<file path="src/rtl/sdr_seq_pkg.sv">
package sdr_seq_pkg;

    // Command code on {cs_n, ras_n, cas_n, we_n}
    typedef enum logic [3:0] {
        SEQ_NOP = 4'b0111,
        SEQ_PRE = 4'b0010,
        SEQ_REF = 4'b0001,
        SEQ_MRS = 4'b0000
    } sdr_cmd_e;

    typedef enum logic [2:0] {
        BT_PRE    = 3'd0,
        BT_REF    = 3'd1,
        BT_MRS    = 3'd2,
        BT_SETTLE = 3'd3,
        BT_RUN    = 3'd4
    } boot_state_e;

    function automatic int max_of4(input int a, input int b, input int c, input int d);
        int m;
        m = a;
        if (b > m) m = b;
        if (c > m) m = c;
        if (d > m) m = d;
        return m;
    endfunction

endpackage

</file>
<file path="src/rtl/sdrseq_gap.sv">
module sdrseq_gap #(
    parameter int GAP_W    = 16,
    parameter int INIT_VAL = 0
) (
    input  logic             clk,
    input  logic             rst,
    input  logic             load,
    input  logic [GAP_W-1:0] load_val,
    output logic             open_o
);
    logic [GAP_W-1:0] cnt_q;

    always_ff @(posedge clk) begin
        if (rst)
            cnt_q <= GAP_W'(INIT_VAL);
        else if (load)
            cnt_q <= load_val;
        else if (cnt_q != '0)
            cnt_q <= cnt_q - 1'b1;
    end

    assign open_o = (cnt_q == '0);
endmodule

</file>
<file path="src/rtl/sdrseq_boot.sv">
module sdrseq_boot
    import sdr_seq_pkg::*;
#(
    parameter int GAP_W     = 16,
    parameter int INIT_REFS = 2,
    parameter int T_RP      = 2,
    parameter int T_RC      = 7,
    parameter int T_MRD     = 2
) (
    input  logic             clk,
    input  logic             rst,
    input  logic             gap_open,
    output sdr_cmd_e         boot_cmd,
    output logic             boot_fire,
    output logic [GAP_W-1:0] boot_gap,
    output logic             ready
);
    localparam int RC_W = $clog2(INIT_REFS + 1);

    boot_state_e      state_q;
    logic [RC_W-1:0]  refs_q;

    always_comb begin
        boot_cmd  = SEQ_NOP;
        boot_fire = 1'b0;
        boot_gap  = '0;
        case (state_q)
            BT_PRE: begin
                boot_cmd  = SEQ_PRE;
                boot_fire = gap_open;
                boot_gap  = GAP_W'(T_RP - 1);
            end
            BT_REF: begin
                boot_cmd  = SEQ_REF;
                boot_fire = gap_open;
                boot_gap  = GAP_W'(T_RC - 1);
            end
            BT_MRS: begin
                boot_cmd  = SEQ_MRS;
                boot_fire = gap_open;
                boot_gap  = GAP_W'(T_MRD - 1);
            end
            default: ;
        endcase
    end

    always_ff @(posedge clk) begin
        if (rst) begin
            state_q <= BT_PRE;
            refs_q  <= '0;
            ready   <= 1'b0;
        end else if (gap_open) begin
            case (state_q)
                BT_PRE: state_q <= BT_REF;
                BT_REF: begin
                    refs_q <= refs_q + 1'b1;
                    if (refs_q == RC_W'(INIT_REFS - 1))
                        state_q <= BT_MRS;
                end
                BT_MRS: state_q <= BT_SETTLE;
                BT_SETTLE: begin
                    state_q <= BT_RUN;
                    ready   <= 1'b1;
                end
                default: ;
            endcase
        end
    end


    ready_stay_chk: assert property (@(posedge clk) disable iff (rst)
        ready |=> ready);
endmodule

</file>
<file path="src/rtl/sdrseq_tick.sv">
module sdrseq_tick #(
    parameter int REF_INTERVAL = 1560
) (
    input  logic clk,
    input  logic rst,
    input  logic run,
    input  logic serviced,
    output logic pending,
    output logic missed
);
    localparam int TMR_W = $clog2(REF_INTERVAL);

    logic [TMR_W-1:0] tmr_q;
    logic             due;

    assign due = run && (tmr_q == TMR_W'(REF_INTERVAL - 1));

    always_ff @(posedge clk) begin
        if (rst) begin
            tmr_q   <= '0;
            pending <= 1'b0;
            missed  <= 1'b0;
        end else if (run) begin
            tmr_q   <= due ? '0 : tmr_q + 1'b1;
            pending <= (pending && !serviced) || due;
            missed  <= missed || (due && pending && !serviced);
        end
    end


    pend_hold_chk: assert property (@(posedge clk) disable iff (rst)
        (pending && !serviced) |=> pending);


    miss_sticky_chk: assert property (@(posedge clk) disable iff (rst)
        missed |=> missed);
endmodule

</file>
<file path="src/rtl/sdr_bringup_refresh.sv">
module sdr_bringup_refresh
    import sdr_seq_pkg::*;
#(
    parameter int ADDR_W       = 12,
    parameter int BANK_W       = 1,
    parameter int DQM_W        = 2,
    parameter int AP_BIT       = 10,
    parameter int HOLD_CYC     = 20000,
    parameter int INIT_REFS    = 2,
    parameter int T_RP         = 2,
    parameter int T_RC         = 7,
    parameter int T_MRD        = 2,
    parameter int REF_INTERVAL = 1560,
    parameter logic [ADDR_W-1:0] MODE_WORD = 12'h032
) (
    input  logic              clk,
    input  logic              rst,
    input  logic              bus_grant,
    input  logic              banks_idle,
    output logic              sd_cs_n,
    output logic              sd_ras_n,
    output logic              sd_cas_n,
    output logic              sd_we_n,
    output logic [ADDR_W-1:0] sd_addr,
    output logic [BANK_W-1:0] sd_bank,
    output logic              sd_cke,
    output logic [DQM_W-1:0]  sd_dqm,
    output logic              init_done,
    output logic              refresh_due,
    output logic              refresh_missed
);
    localparam int GAP_MAX = max_of4(HOLD_CYC, T_RC, T_RP, T_MRD);
    localparam int GAP_W   = $clog2(GAP_MAX + 1);

    sdr_cmd_e         boot_cmd, cmd_d, cmd_q;
    logic             boot_fire, gap_open, run_fire, fire;
    logic [GAP_W-1:0] boot_gap, gap_val;
    logic [ADDR_W-1:0] addr_d, addr_q;

    sdrseq_gap #(.GAP_W(GAP_W), .INIT_VAL(HOLD_CYC - 1)) u_gap (
        .clk(clk), .rst(rst), .load(fire), .load_val(gap_val), .open_o(gap_open)
    );

    sdrseq_boot #(.GAP_W(GAP_W), .INIT_REFS(INIT_REFS), .T_RP(T_RP),
                  .T_RC(T_RC), .T_MRD(T_MRD)) u_boot (
        .clk(clk), .rst(rst), .gap_open(gap_open), .boot_cmd(boot_cmd),
        .boot_fire(boot_fire), .boot_gap(boot_gap), .ready(init_done)
    );

    sdrseq_tick #(.REF_INTERVAL(REF_INTERVAL)) u_tick (
        .clk(clk), .rst(rst), .run(init_done), .serviced(run_fire),
        .pending(refresh_due), .missed(refresh_missed)
    );

    assign run_fire = init_done && refresh_due && bus_grant && banks_idle && gap_open;
    assign fire     = init_done ? run_fire : boot_fire;
    assign gap_val  = init_done ? GAP_W'(T_RC - 1) : boot_gap;

    always_comb begin
        if (init_done)
            cmd_d = run_fire ? SEQ_REF : SEQ_NOP;
        else
            cmd_d = boot_fire ? boot_cmd : SEQ_NOP;
        case (cmd_d)
            SEQ_PRE: addr_d = ADDR_W'(1) << AP_BIT;
            SEQ_MRS: addr_d = MODE_WORD;
            default: addr_d = '0;
        endcase
    end

    always_ff @(posedge clk) begin
        if (rst) begin
            cmd_q  <= SEQ_NOP;
            addr_q <= '0;
        end else begin
            cmd_q  <= cmd_d;
            addr_q <= addr_d;
        end
    end

    assign {sd_cs_n, sd_ras_n, sd_cas_n, sd_we_n} = cmd_q;
    assign sd_addr = addr_q;
    assign sd_bank = '0;
    assign sd_cke  = 1'b1;
    assign sd_dqm  = {DQM_W{~init_done}};

    // Edges since the last refresh on the pins, saturating
    logic [GAP_W-1:0] since_ref_q;
    always_ff @(posedge clk) begin
        if (rst)
            since_ref_q <= GAP_W'(T_RC);
        else if (cmd_q == SEQ_REF)
            since_ref_q <= GAP_W'(1);
        else if (since_ref_q < GAP_W'(T_RC))
            since_ref_q <= since_ref_q + 1'b1;
    end


    always_ff @(posedge clk) begin
        if (!rst && cmd_q == SEQ_REF)
            trc_gap_chk: assert (since_ref_q >= GAP_W'(T_RC))
                else $error("refresh closer than tRC");
    end


    ref_gate_chk: assert property (@(posedge clk) disable iff (rst)
        (init_done && cmd_q == SEQ_REF) |-> $past(bus_grant && banks_idle));


    pre_all_chk: assert property (@(posedge clk) disable iff (rst)
        (cmd_q == SEQ_PRE) |-> (sd_addr[AP_BIT] && !init_done));
endmodule

</file>
<file path="config.mk">
export PLATFORM = sky130hd
export DESIGN_NAME = sdr_bringup_refresh
export DESIGN_NICKNAME = d
export VERILOG_FILES = /design/src/rtl/sdr_seq_pkg.sv /design/src/rtl/sdrseq_gap.sv /design/src/rtl/sdrseq_boot.sv /design/src/rtl/sdrseq_tick.sv /design/src/rtl/sdr_bringup_refresh.sv
export SDC_FILE = /design/constraint.sdc
export NUM_CORES = 1
export LEC_CHECK = 0
export BUFFER_PORTS_ARGS = -buffer_cell sky130_fd_sc_hd__buf_4
export CORE_MARGIN = 4
export CORE_UTILIZATION = 50
export CTS_BUF_LIST = sky130_fd_sc_hd__clkbuf_4 sky130_fd_sc_hd__clkbuf_8
export CTS_CLUSTER_SIZE = 25
export DETAILED_ROUTE_END_ITERATION = 10
export GPL_TIMING_DRIVEN = 0
export PLACE_DENSITY = 0.7
export SYNTH_ARGS = -nofsm -noshare
export SYNTH_HDL_FRONTEND = slang
export SYNTH_HIERARCHICAL = 1
export SYNTH_SLANG_ARGS = --single-unit
export TNS_END_PERCENT = 100
</file>
<file path="constraint.sdc">
create_clock -name clk -period 3.19 [get_ports clk]
set_input_delay 0.4785 -clock clk [delete_from_list [all_inputs] [get_ports clk]]
set_output_delay 0.4785 -clock clk [all_outputs]
set_load 0.005 [all_outputs]
</file>
Word level (Yosys, flattened, before mapping)
Cells that the tools add are included.
- equality and inequality tests: 7
- mux-type cells: 14
- bitwise logic cells: 1
- reductions and logical operators: 22
- $add $sub $neg: 3
- operator list (kind ; count):
    two-way mux 15 bit ; 3
    case mux 11 bit (2 select lines) ; 1
    logical NOT 15 bit ; 1
    nonzero test 15 bit ; 1
    subtractor 15 x 1 -> 15 bit, second input constant ; 1
    case mux 3 bit (4 select lines) ; 1
    adder 11 x 1 -> 11 bit, second input constant ; 1
    equality test 11 bit, second input constant ; 1
    two-way mux 11 bit ; 1
    case mux 3 bit (3 select lines) ; 1
    logical AND 1 bit ; 8
    two-way mux 4 bit ; 2
    equality test 3 x 2 -> 1 bit, second input constant ; 2
    two-way mux 3 bit ; 2
    case mux 3 bit (2 select lines) ; 1
    equality test 4 x 2 -> 1 bit, second input constant ; 1
    logical NOT 4 bit ; 1
    AND reduction 2 bit ; 2
    nonzero test 4 bit ; 1
    equality test 3 x 1 -> 1 bit, second input constant ; 1
    logical NOT 3 bit ; 1
    AND reduction 3 bit ; 1
    OR reduction 3 bit ; 1
    adder 2 x 1 -> 2 bit, second input constant ; 1
    other kinds (8) ; 10
- word-level logic and storage cells: 56
- flip-flop bits (word level): 50
- input port bits: 4
- output and inout bits: 23

Depth between registers and ports, before layout
- word-level depth: 8
- mapped depth: 12
- gate-level depth less buffers: 10

By module
The synthesis kept the hierarchy.
- by module, submodules not included (module ; cells each ; seq. area each (sq um) ; area an instance (sq um) ; times used):
    sdrseq_gap ; 110 ; 300.3 ; 878.3 ; 1
    sdrseq_tick ; 70 ; 260.2 ; 624.3 ; 1
    sdrseq_boot ; 50 ; 120.1 ; 439.2 ; 1
    sdr_bringup_refresh ; 53 ; 120.1 ; 436.7 ; 1

Worst setup path before layout
OpenSTA, ideal clock, no wires.
- path type: flip-flop to flip-flop
- start point: register u_gap.cnt_q[0]
- end point: register u_gap.cnt_q[10]
- setup time: 131 ps
- required time: 3059 ps
- stages on the path, launching flop included: 12
- path buffers: 3
- setup slack: 559 ps
- arrival time: 2500 ps
- period minus slack after synthesis: 2631 ps
- cells stage by stage: dfxtp_1 -> inv_1 -> ha_1 -> nor4b_2 -> and4_1 -> buf_2 -> nor2b_1 -> nand2b_4 -> o21ai_0 -> clkbuf_1 -> clkbuf_1 -> o21ai_0
- word-level cells in the longest chain between the ends: 4
- elaborated cells on any way between the ends: 9
- classes of those cells: 1 x add/sub; 4 x mux; 4 x reduce/logical
- ends and longest elaborated chain (element ; line ; RTL):
    from (decl) ; sdrseq_gap.sv:11 ; logic [GAP_W-1:0] cnt_q;
    from (signal assigned) ; sdrseq_gap.sv:15 ; cnt_q <= GAP_W'(INIT_VAL);
    from (signal assigned) ; sdrseq_gap.sv:17 ; cnt_q <= load_val;
    from (signal assigned) ; sdrseq_gap.sv:19 ; cnt_q <= cnt_q - 1'b1;
    logical NOT 15 bit (*) ; sdrseq_gap.sv:22 ; assign open_o = (cnt_q == '0);
    named net gap_open ; sdr_bringup_refresh.sv:36 ; logic boot_fire, gap_open, run_fire, fire;
    two-way mux 1 bit (*) ; sdrseq_boot.sv:27 ; case (state_q)
    named net boot_fire ; sdr_bringup_refresh.sv:36 ;
    two-way mux 1 bit (*) ; sdr_bringup_refresh.sv:56 ; assign fire = init_done ? run_fire : boot_fire;
    named net fire ; sdr_bringup_refresh.sv:36 ;
    two-way mux 15 bit / nonzero test 2 bit (equally long branches) ; - ;
Mark *: on every way through the listed nets, which the timed path passes. The rest lies on a longest branch. The select of a mux whose other input is x is not followed.
A chain may end at the register's enable or synchronous reset.

Worst setup path in the final report
- start point: register u_gap.cnt_q[0]
- end point: register u_gap.cnt_q[1]
The elaborated chain is that of the path after synthesis.

==> impl_metrics.prom <==
# TYPE chip_impl_metric gauge
chip_impl_metric{name="finalSetupViolations",unit=""} 0
chip_impl_metric{name="drc",unit=""} 0
chip_impl_metric{name="fp.dieH",unit="um"} 77.0
chip_impl_info{name="synth_ff_type",value="sky130_fd_sc_hd__dfxtp_1"} 1
chip_impl_metric{name="max-clock-path-buffers",unit=""} 2
chip_impl_metric{name="gpl.final_weighted_congestion",unit=""} 0.895
chip_impl_metric{name="cts_post_setup_buffers_inserted",unit=""} 0
chip_impl_metric{name="synth-edff-count",unit=""} 0
chip_impl_metric{name="design.die.area",unit="sq um"} 5920
chip_impl_info{name="critical_path.most_common_cell",value="sky130_fd_sc_hd__clkbuf_2"} 1
chip_impl_metric{name="area.sequential",unit="sq um"} 801
chip_impl_info{name="yosys-top-cells-count",value="40 x sky130_fd_sc_hd__dfxtp_1, 27 x sky130_fd_sc_hd__buf_4, 22 x sky130_fd_sc_hd__nor2_1"} 1
chip_impl_metric{name="seq_area_frac_synth",unit="%"} 33.7
chip_impl_metric{name="cts-buffers-inserted",unit=""} 5
chip_impl_metric{name="placedInstanceArea",unit="sq um"} 2640
chip_impl_metric{name="clock_insertion_delay_worst_skew",unit="ps"} 300
chip_impl_metric{name="design_power_total",unit="uW"} 893
chip_impl_info{name="synthMostInstantiatedCell",value="sky130_fd_sc_hd__dfxtp_1"} 1
chip_impl_info{name="cpLargestDelayFamily",value="simple AND/OR/NAND/NOR gates"} 1
chip_impl_metric{name="grt_start_max_net_pins",unit=""} 20
chip_impl_metric{name="first_iter_violations",unit=""} 74
chip_impl_metric{name="design.portCount",unit=""} 27
chip_impl_metric{name="design_area",unit="sq um"} 2730
chip_impl_metric{name="ys.warnings.count",unit=""} 6
chip_impl_metric{name="die_w",unit="um"} 77.0
chip_impl_metric{name="multi_input_comb_area",unit="sq um"} 1360
chip_impl_metric{name="worst_setup_timing_slack_at_the_placement_stage",unit="ps"} -22.9
chip_impl_metric{name="std_cell_rows",unit=""} 24
chip_impl_metric{name="final_layout_size_suffix_gt1_share",unit="%"} 23.3
chip_impl_metric{name="maxSlewViolCount",unit=""} 0
chip_impl_metric{name="final_antenna_net_count",unit=""} 0
chip_impl_metric{name="num_vias",unit=""} 2019
chip_impl_metric{name="detailed_place_hpwl",unit="um"} 3420
chip_impl_metric{name="critical_path_peak_fanout",unit=""} 13
chip_impl_info{name="cp-start-kind",value="flip-flop"} 1
chip_impl_metric{name="insertedDiodeCount",unit=""} 0
chip_impl_metric{name="buffer_ports.inserted",unit=""} 16
chip_impl_metric{name="layout-area-overhead-vs-synth",unit="%"} 14.8
chip_impl_metric{name="synthArstFlopShare",unit="%"} 0
chip_impl_metric{name="cp_num_buf_inv",unit=""} 4
chip_impl_metric{name="vias_per_cell",unit=""} 5.34
chip_impl_metric{name="cts_max_level",unit=""} 2
chip_impl_metric{name="worst_pin_slew",unit="ps"} 541
chip_impl_metric{name="drv.max_cap_violation_count",unit=""} 0
chip_impl_metric{name="post_synth_inst_count",unit=""} 283
chip_impl_metric{name="report.final.hold_viol_count",unit=""} 0
chip_impl_metric{name="grt.overflow.total",unit=""} 0
chip_impl_metric{name="slew_headroom",unit="%"} 63.9
chip_impl_metric{name="clk_pin_slew",unit="ps"} 70
chip_impl_metric{name="area_share_of_the_largest_cell_type_after_synthesis",unit="%"} 33.7
chip_impl_metric{name="critical_path_required",unit="ps"} 3420
chip_impl_metric{name="finish.net_count",unit=""} 333
chip_impl_info{name="root_buffer",value="sky130_fd_sc_hd__clkbuf_8"} 1
chip_impl_metric{name="clock.fmax",unit="GHz"} 0.347
chip_impl_metric{name="fin_hold_ws",unit="ps"} 482
chip_impl_metric{name="postSynthRegisterBits",unit=""} 40
chip_impl_metric{name="power_density",unit="nW/um^2"} 327
chip_impl_metric{name="globalRouteTotalUtil",unit="%"} 16.5
chip_impl_metric{name="final_min_period_over_clock_period",unit="%"} 90.4
chip_impl_metric{name="setup_ws",unit="ps"} 307
chip_impl_metric{name="drt_wl_total",unit="um"} 4710
chip_impl_metric{name="fin_worst_skew",unit="ps"} 4.75
chip_impl_metric{name="mappedNetlistArea",unit="sq um"} 2380
chip_impl_metric{name="post_synthesis_area_per_instance",unit="sq um"} 8.40
chip_impl_metric{name="initial_utilization",unit="%"} 53.2
chip_impl_info{name="crit_path_end_kind",value="flip-flop"} 1
chip_impl_metric{name="routed_wire_length_per_instance",unit="um"} 12.5
chip_impl_metric{name="final.fill_count",unit=""} 422
chip_impl_metric{name="clock_sinks",unit=""} 40
chip_impl_info{name="timing.critical_path.cells",value="inv_1, ha_1, nor4b_4, and4_1, buf_2, nor2b_1, nand2b_4, o21ai_0, clkbuf_2, clkbuf_2, a21oi_1, o21ai_1"} 1
chip_impl_info{name="tritoncts",value="done"} 1
chip_impl_metric{name="standard_cell_core_area",unit="sq um"} 4470
chip_impl_metric{name="via_count_of_the_first_global_routing_pass",unit=""} 1715
chip_impl_metric{name="p_leak",unit="uW"} 0.00113
chip_impl_metric{name="grt_antenna_before_repair",unit=""} 0
chip_impl_metric{name="vdd.ir_drop.worst",unit="mV"} 0.230
chip_impl_metric{name="post_synth_num_cell_types",unit=""} 66
chip_impl_info{name="critPathSlowestCell",value="sky130_fd_sc_hd__nor4b_4"} 1
chip_impl_info{name="grt_setup_unrepaired",value="no"} 1
chip_impl_info{name="outcome",value="finished, final reports clean"} 1
chip_impl_info{name="yosysTopAreaCell",value="sky130_fd_sc_hd__dfxtp_1"} 1
chip_impl_info{name="post_synth_main_area_contributors",value="sky130_fd_sc_hd__dfxtp_1 34%, sky130_fd_sc_hd__buf_4 8.5%, sky130_fd_sc_hd__nor2_1 3.5%, sky130_fd_sc_hd__a21oi_1 3.2%, sky130_fd_sc_hd__o21ai_0 2.9%"} 1
chip_impl_info{name="criticalPathCategory",value="flip-flop to flip-flop"} 1
chip_impl_metric{name="firstDrtPassIters",unit=""} 4
chip_impl_info{name="timing.hold.worst.class",value="flip-flop to flip-flop"} 1
chip_impl_metric{name="grt_pass1_wl",unit="um"} 7950
chip_impl_metric{name="timing.final.crit_period",unit="ps"} 2880
chip_impl_metric{name="cp.arrival",unit="ps"} 3110
chip_impl_metric{name="holdBufCountCts",unit=""} 0
chip_impl_metric{name="slowest_delay",unit="ps"} 350
## cell type report
type,count,area share [%]
Sequential cell,40,29.3
Multi-Input combinational cell,215,49.9
Inverter,12,1.65
Clock buffer,6,2.79
Tap cell,52,2.38
Buffer,36,9.39
Clock inverter,1,0.183
Timing Repair Buffer,16,4.40
## stage by stage
| step | setup TNS [ps] | cells | utilization [%] |
|---|---|---|---|
| after global placement | -64.9 | 371 | 59.0 |
| after CTS | 0 | 378 | 60.8 |
| after floorplan | 0 | 303 | - |
| after global routing | 0 | 378 | 61.0 |
| after detailed placement | -32.9 | 371 | 59.0 |
| final | 0 | 378 | 61.0 |
## cell usage in the layout, fill, tap and decap left out, drive strengths merged, types with 2 or more instances in the layout
master	count
ha	3
and3	2
o22ai	2
a21oi	17
or3	10
nor3	7
or3b	2
nor2	23
xor2	4
inv	12
nand4	5
or2	3
o21ai	16
nand2b	5
nand2	13
o21bai	3
nor4b	2
a31oi	3
mux2i	3
clkbuf	10
or4	5
buf	48
nor4	3
xnor2	3
dfxtp	40
nor3b	3
o31ai	6
and4bb	3
nor2b	11
and2b	5
a221oi	2
nand3	11
conb	23
## worst reg2reg max path, delay by kind of cell, from the launching register on
kind / cells / cell delay (ps)
and+or+nand+nor: 4 / 940
adders and majority gates: 1 / 240
buffers and inverters: 4 / 920
AOI/OAI and AO/OA: 3 / 390
DFF: 1 / 330
## sequential cells by signal, summed over array words and instances (netlist names)
register / count
cmd_q: 4
sd_addr: 2
u_boot/ready: 1
u_boot/refs_q: 2
u_boot/state_q: 3
u_gap/cnt_q: 15
u_tick/missed: 1
u_tick/pending: 1
u_tick/tmr_q: 11
## routing by layer
| metal | global-route usage (%) | up-vias | part of all wire (%) |
|---|---|---|---|
| li1 | - | 1046 | - |
| met1 | 21.7 | 928 | 48 |
| met2 | 25.6 | 38 | 45 |
| met3 | 5.04 | 7 | 5.6 |
| met4 | 6.05 | 0 | 1.3 |
| met5 | 0 | - | 0 |
## report_power, final
group	total [uW]	internal (uW)	switching, uW
Sequential	506	502	3.57
Clock	327	157	170
Combinational	59.9	33.7	26.2
## cells by family after synthesis
group / Yosys count / synth area share, %
fa+ha+maj: 3 / 1.58
other cells: 3 / 0.473
xor+xnor: 7 / 2.58
buf+inv: 48 / 12.6
mux: 4 / 1.74
simple gates: 116 / 30.2
compound gates: 62 / 17.1
flops: 40 / 33.7
## worst paths after layout
path | slack [ps] | from | to | cells after the start
setup / recovery | 310 | u_gap/cnt_q[0]$_SDFFE_PP1P_ | u_gap/cnt_q[1]$_SDFFE_PP1P_ | 12
setup reg to reg | 310 | u_gap/cnt_q[0]$_SDFFE_PP1P_ | u_gap/cnt_q[1]$_SDFFE_PP1P_ | 12
hold reg to reg | 480 | u_tick/missed$_SDFFE_PP0P_ | u_tick/missed$_SDFFE_PP0P_ | 2
hold / removal | 480 | u_tick/missed$_SDFFE_PP0P_ | u_tick/missed$_SDFFE_PP0P_ | 2
## what timing repair did
item,4_1_cts,5_1_grt
gates resized for setup,1,3
setup endpoints to repair,4,4
pin swaps,0,0
(Power assumes the default switching activity.)
